===== src/rtl/wcg_pkg.sv =====
// Shared definitions for the idle clock-gate wake controller.
// Assumes two state bits are enough for the three-state protocol.
package wcg_pkg;

    typedef enum logic [1:0] {
        WCG_RUN   = 2'd0,
        WCG_GATED = 2'd1,
        WCG_AWAKE = 2'd2
    } wcg_state_e;

endpackage


===== src/rtl/wcg_wake_merge.sv =====
// Merges the packed interrupt wake vector and the snoop pending flag into
// a single wake event. Assumes every source is level and already
// synchronous to clk.
module wcg_wake_merge #(
    parameter int SRC_W = 7
) (
    input  logic [SRC_W-1:0] wake_src,
    input  logic             snoop_pend,
    output logic             irq_any,
    output logic             wake_any
);

    logic [SRC_W:0] chain;

    assign chain[0] = 1'b0;

    // OR-reduce the sources as an explicit chain, one stage per source
    for (genvar i = 0; i < SRC_W; i++) begin : g_or
        assign chain[i+1] = chain[i] | wake_src[i];
    end

    // Interrupt-only wake and combined wake with the snoop
    always_comb begin
        irq_any  = chain[SRC_W];
        wake_any = chain[SRC_W] | snoop_pend;
    end

endmodule


===== src/rtl/wcg_state_fsm.sv =====
// Three-state idle gating protocol: RUN -> GATED -> AWAKE -> RUN.
// Gating starts only in normal power state with no wake pending. Only a
// wake event (or reset) leaves GATED. AWAKE waits for WFI to drop.
module wcg_state_fsm
    import wcg_pkg::*;
(
    input  logic       clk,
    input  logic       rst_n,
    input  logic       wfi,
    input  logic       pwr_normal,
    input  logic       wake_any,
    output wcg_state_e state
);

    wcg_state_e state_nxt;

    // Next-state decision
    always_comb begin
        state_nxt = state;
        unique case (state)
            WCG_RUN:   if (wfi && pwr_normal && !wake_any) state_nxt = WCG_GATED;
            WCG_GATED: if (wake_any)                       state_nxt = WCG_AWAKE;
            WCG_AWAKE: if (!wfi)                           state_nxt = WCG_RUN;
            default:                                       state_nxt = WCG_RUN;
        endcase
    end

    // State register with synchronous active-low reset
    always_ff @(posedge clk) begin
        if (!rst_n) state <= WCG_RUN;
        else        state <= state_nxt;
    end

endmodule


===== src/rtl/wcg_gate_out.sv =====
// Registers the idle gate request from the state and forms the final
// clock enable. GATE_EN selects whether idle gating exists at all.
// Assumes pd_gate is already registered by the power sequencer.
module wcg_gate_out
    import wcg_pkg::*;
#(
    parameter bit GATE_EN = 1'b1
) (
    input  logic       clk,
    input  logic       rst_n,
    input  wcg_state_e state,
    input  logic       pd_gate,
    input  logic       snoop_pend,
    output logic       gate_req,
    output logic       clk_en
);

    if (GATE_EN) begin : g_gate
        // Gate request follows the GATED state one cycle later
        always_ff @(posedge clk) begin
            if (!rst_n) gate_req <= 1'b0;
            else        gate_req <= (state == WCG_GATED);
        end
    end else begin : g_nogate
        // Idle gating removed: request tied low
        assign gate_req = 1'b0;
    end

    // Final enable: snoop bypasses both gate sources in the same cycle
    always_comb begin
        clk_en = (!gate_req && !pd_gate) || snoop_pend;
    end

endmodule


===== src/rtl/wfi_clk_gate_ctrl.sv =====
// Top of the idle clock-gate wake controller. It wires the wake merge,
// the state machine and the gate output stage together. All inputs are
// assumed synchronous to clk, the free-running clock ahead of the gate cell.
module wfi_clk_gate_ctrl
    import wcg_pkg::*;
#(
    parameter bit GATE_EN = 1'b1,
    parameter int SRC_W   = 7
) (
    input  logic             clk,
    input  logic             rst_n,
    input  logic             wfi_i,
    input  logic             pwr_normal_i,
    input  logic             snoop_pend_i,
    input  logic [SRC_W-1:0] wake_src_i,
    input  logic             pd_gate_i,
    output logic             gate_req_o,
    output logic             clk_en_o
);

    logic       irq_any;
    logic       wake_any;
    wcg_state_e state;

    wcg_wake_merge #(.SRC_W(SRC_W)) u_merge (
        .wake_src   (wake_src_i),
        .snoop_pend (snoop_pend_i),
        .irq_any    (irq_any),
        .wake_any   (wake_any)
    );

    wcg_state_fsm u_fsm (
        .clk        (clk),
        .rst_n      (rst_n),
        .wfi        (wfi_i),
        .pwr_normal (pwr_normal_i),
        .wake_any   (wake_any),
        .state      (state)
    );

    wcg_gate_out #(.GATE_EN(GATE_EN)) u_out (
        .clk        (clk),
        .rst_n      (rst_n),
        .state      (state),
        .pd_gate    (pd_gate_i),
        .snoop_pend (snoop_pend_i),
        .gate_req   (gate_req_o),
        .clk_en     (clk_en_o)
    );

endmodule


===== config.mk =====
export PLATFORM = sky130hd
export DESIGN_NAME = wfi_clk_gate_ctrl
export DESIGN_NICKNAME = d
export VERILOG_FILES = /design/src/rtl/wcg_pkg.sv /design/src/rtl/wcg_wake_merge.sv /design/src/rtl/wcg_state_fsm.sv /design/src/rtl/wcg_gate_out.sv /design/src/rtl/wfi_clk_gate_ctrl.sv
export SDC_FILE = /design/constraint.sdc
export NUM_CORES = 1
export LEC_CHECK = 0
export BUFFER_PORTS_ARGS = -buffer_cell sky130_fd_sc_hd__buf_4
export CAP_MARGIN = 30
export CELL_PAD_IN_SITES_DETAIL_PLACEMENT = 0
export CELL_PAD_IN_SITES_GLOBAL_PLACEMENT = 1
export CORE_AREA = 2 2 39 41
export DETAILED_ROUTE_END_ITERATION = 8
export DIE_AREA = 0 0 41 43
export PLACE_DENSITY = 0.45
export SLEW_MARGIN = 20
export SYNTH_ARGS = -nofsm -noshare
export SYNTH_HDL_FRONTEND = slang
export SYNTH_SLANG_ARGS = --single-unit

===== constraint.sdc =====
create_clock -name clk -period 0.9 [get_ports clk]
set_input_delay 0.135 -clock clk [delete_from_list [all_inputs] [get_ports clk]]
set_output_delay 0.135 -clock clk [all_outputs]
set_load 0.005 [all_outputs]

# == Word level (Yosys, flattened, before mapping) ==
# Cells that the tools add are included.
# classes
eq_ne,5
muxes,4
bitwise_logic,7
n_reduce_logical,9
# op_table
op,n
bitwise OR 1 bit,7
2-to-1 mux 2 bit,3
one-hot mux 2 bit (3 select lines),1
inequality test 2 x 1 -> 1 bit (second input constant),2
logical AND 1 bit,3
logical NOT 1 bit,3
AND reduction 3 bit,1
== test 2 x 1 -> 1 bit (second input constant),1
== test 2 bit (second input constant),1
logical NOT 2 bit,1
inequality test 2 bit (second input constant),1
logical OR 1 bit,1
# word_totals
ff_bits,3
inputBits,13

# == Depth between registers and ports, before layout ==
# depth
word_depth,11
ltp_mapped,3

# == By module ==
# Synthesis repeated with hierarchy kept, for this count alone.
# hier_totals
cells_unflattened,14
hier_area_um2,145.1
# by_module_without_submodules
mod,cells_per_inst,instances,seq_area_each_um2,area_per_inst_um2
wcg_state_fsm,7,1,40.0,81.3
wcg_gate_out,3,1,20.0,36.3
wcg_wake_merge,4,1,0.0,27.5

# == Worst setup path after synthesis ==
# OpenSTA, ideal clock, no wires.
# synth_timing
path_type,reg-to-reg
start,register u_fsm.state[1]
end,register u_fsm.state[1]
path_stages_with_launch,3
required_time_ns,0.783
setup_slack_ns,0.094
path_buffers,0
t_arrival_ns,0.688
cell_sequence,dfxtp_1 and3b_1 a32o_1
# synth_via
elab_chain_cells,3
word_cells_on_any_way,8
classes_between,eq/ne: 5; mux: 1; reduce/logical: 2
# synth_rtl
item,line,rtl
from (decl),wcg_state_fsm.sv:12,output wcg_state_e state
from (signal assigned),wcg_state_fsm.sv:31,else state <= state_nxt;
"== test 2 x 1 -> 1 bit, or another cell as far along",wcg_state_fsm.sv:20,unique case (state)
inequality test 2 x 1 -> 1 bit (no source line) / inequality test 2 bit (equally long branches),n/a,
AND reduction 3 bit (no source line),n/a,
# Several ways; a longest one is shown, not always the timed one.
# A chain may end at the register's enable or synchronous reset.

# == Worst setup path after layout ==
# layout_timing
start,register u_out.gate_req
end,output clk_en_o
# layout_via
elab_chain_cells,3
# layout_rtl
item,line,rtl
from (decl),wcg_gate_out.sv:14,"output logic gate_req,"
from (signal assigned),wcg_gate_out.sv:22,else gate_req <= (state == WCG_GATED);
logical NOT 1 bit,wcg_gate_out.sv:31,clk_en = (!gate_req && !pd_gate) || snoop_pend;
logical AND 1 bit,wcg_gate_out.sv:31,
logical OR 1 bit,wcg_gate_out.sv:31,
to (decl),wfi_clk_gate_ctrl.sv:18,output logic clk_en_o
# No other way between the ends.

==> flow_summary.ini <==
[floorplanning]
fp-row-count = 14
start_util = 0.102
die_w_um = 41
die_h_um = 43
die-area_sq_um = 1760
pin_count = 15
core_sq_um = 1380

[sta]
fin_crit_sh = 1.04
rsz0062_at_grt = yes
final.min_clock_period_ns = 0.940
clock-skew-final_ns = 0.00103
tns_ns = -0.0396
hold_ws_ns = 0.163
layout_setup_ws_ns = -0.0396
tightest_slew_ns = 0.205
final_hold_viol_count = 0
maxSlewHeadroom = 0.863
fmax_mhz = 1060
setup_violations = 1
final_max_slew_viol_count = 0

[final_layout]
final_layout_size_suffix_gt1_frac = 0.700
antenna_cells = 0
nets = 44
design_area_sq_um = 294
utilization = 0.212
fill_cells = 166
areaGrowthSynthToFinish_pct = 108

[clock_tree]
clock_latency_ns = 0.23
clock_path_buffers = 2
clkSinkCount = 3
cts_setup_buffers = 0
cts_tree = done
cts_hold_buf = 0
clockRootBuffer = clkbuf_4
numCtsBuffers = 3
htree_levels = 1
clk_pin_slew_ns = 0.04

[synthesis]
yosysSeqAreaShare = 0.425
synth_edf_count = 0
ys_seq_elements = 3
synth.avg_cell_area_sq_um = 11.8
synth.most_common_cell = dfxtp_1
yosysTopAreaCellShare = 0.425
synth_cell_type_count = 9
syn-num-nets = 25
synth_area_sq_um = 141
yosys-top-cells-area = dfxtp_1, nor4_2, nor4b_2
yosys_warnings = 0
synth_flop_cell = dfxtp_1
synth_top_cell_by_area = dfxtp_1
synth_cells = 12
synthTopCellsByCount = dfxtp_1, nor4_2
async_reset_ff_frac = 0

[power_and_ir_drop]
vdd_ir_drop_max_v = 0.000461
p_leak_nw = 0.129
p_per_area_nw_per_um2 = 1440

[critical_path]
cp_num_buf_inv = 1
timing_worst_setup_path_type = flip-flop to primary output
path_cells = o21bai_1, buf_4
critPathSlowestCell = dfxtp_2
cpPeakStageDelay_ns = 0.32
worstPathRequired_ns = 0.76
cp_max_fo = 2
regToRegSetupSlack_ns = 0.05
arrival_ns = 0.80
cp_top_family = flip-flops
cp-start-kind = flip-flop
cp-end-kind = primary output

[detailed_routing]
avgRoutedWirePerCell_um = 10.6
route.antenna.remaining_nets = 0
dr.pass1.iters = 1
routed_wirelength_um = 489
drc = 0
route.vias.total = 178
routed_via_density = 3.87
drtIter0Drc = 0

[placed_design]
port-buffer-count = 14
globalplace.congestion = 0.555
dpl_cell_area_sq_um = 267
place_ws_ns = -0.105

[run_status]
outcome = finished, violations left
failed_checks = negative setup slack

[grt]
antenna_found_initial = 0
globalRoute.totalOverflow = 0
grt_pass1_vias = 231
grtUsageTotal = 0.0672
grt_first_pass_wirelength_um = 731
grt_max_degree = 4

[worst_hold_path]
holdCritPathClass = input pin to flip-flop

[run]
max-cap-violations = 0
==> where the power goes <==
group,leakage (nW),internal (mW),switching [mW]
Sequential,0.0247,0.134,0.0000446
Combinational,0.0892,0.0408,0.0162
Clock,0.0150,0.166,0.0675
==> routing by layer <==
metal / vias to the layer above / track usage / routed length, um
met2: 15 / 0.119 / 239
li1: 84 / - / -
met3: 0 / 0.0157 / 70
met5: - / 0 / 0
met4: 0 / 0.0800 / 0
met1: 79 / 0.0449 / 179
==> final cells by class <==
class,instances,area [sq um],share of cell area
repair buffers,14,105,0.357
multi-input cells,9,81.3,0.277
flip-flops and latches,3,61.3,0.209
clock buffers,4,26.3,0.0894
well taps,16,20.0,0.0681
==> path summary, 6_finish.rpt <==
path / startpoint / to / cells past startpoint
max: u_out.gate_req / clk_en_o / 2
min: wfi_i / u_fsm.state[1] / 2
max reg2reg: u_fsm.state[1] / u_fsm.state[1] / 2
min reg2reg: u_fsm.state[1] / u_fsm.state[0] / 1
==> metrics by stage <==
stage          cells  power (mW)
3_3_place_gp      42       0.191
5_1_grt           46       0.449
4_1_cts           46       0.441
6_report          46       0.424
3_5_place_dp      42       0.193
2_1_floorplan     12       0.144
==> cell usage in the layout (no fill, tap or decap) <==
cell,netlist,final
buf_4,0,14
clkbuf_4,0,3
nor4_2,2,2
dfxtp_1,3,2
o21bai_1,1,1
a21oi_1,1,1
nand2_1,1,1
nor4b_2,1,1
and3b_1,1,1
nor2b_1,1,1
a32o_1,1,1
clkbuf_1,0,1
dfxtp_2,0,1
==> cell families after synthesis <==
logic type | Yosys count | share of synthesized area
flops | 3 | 0.425
simple gates | 6 | 0.416
compound gates | 3 | 0.159
==> repair_timing <==
item / 4_1_cts / 5_1_grt
setup endpoints to repair: 1 / 1
endpoints found under the hold margin: 0 / 0
gates resized for setup: 1 / 0
==> state kept, by name (all words and copies together), names as in the netlist <==
register	count
u_out.gate_req	1
u_fsm.state	2
No activity file was read; power rests on OpenSTA's default activity.
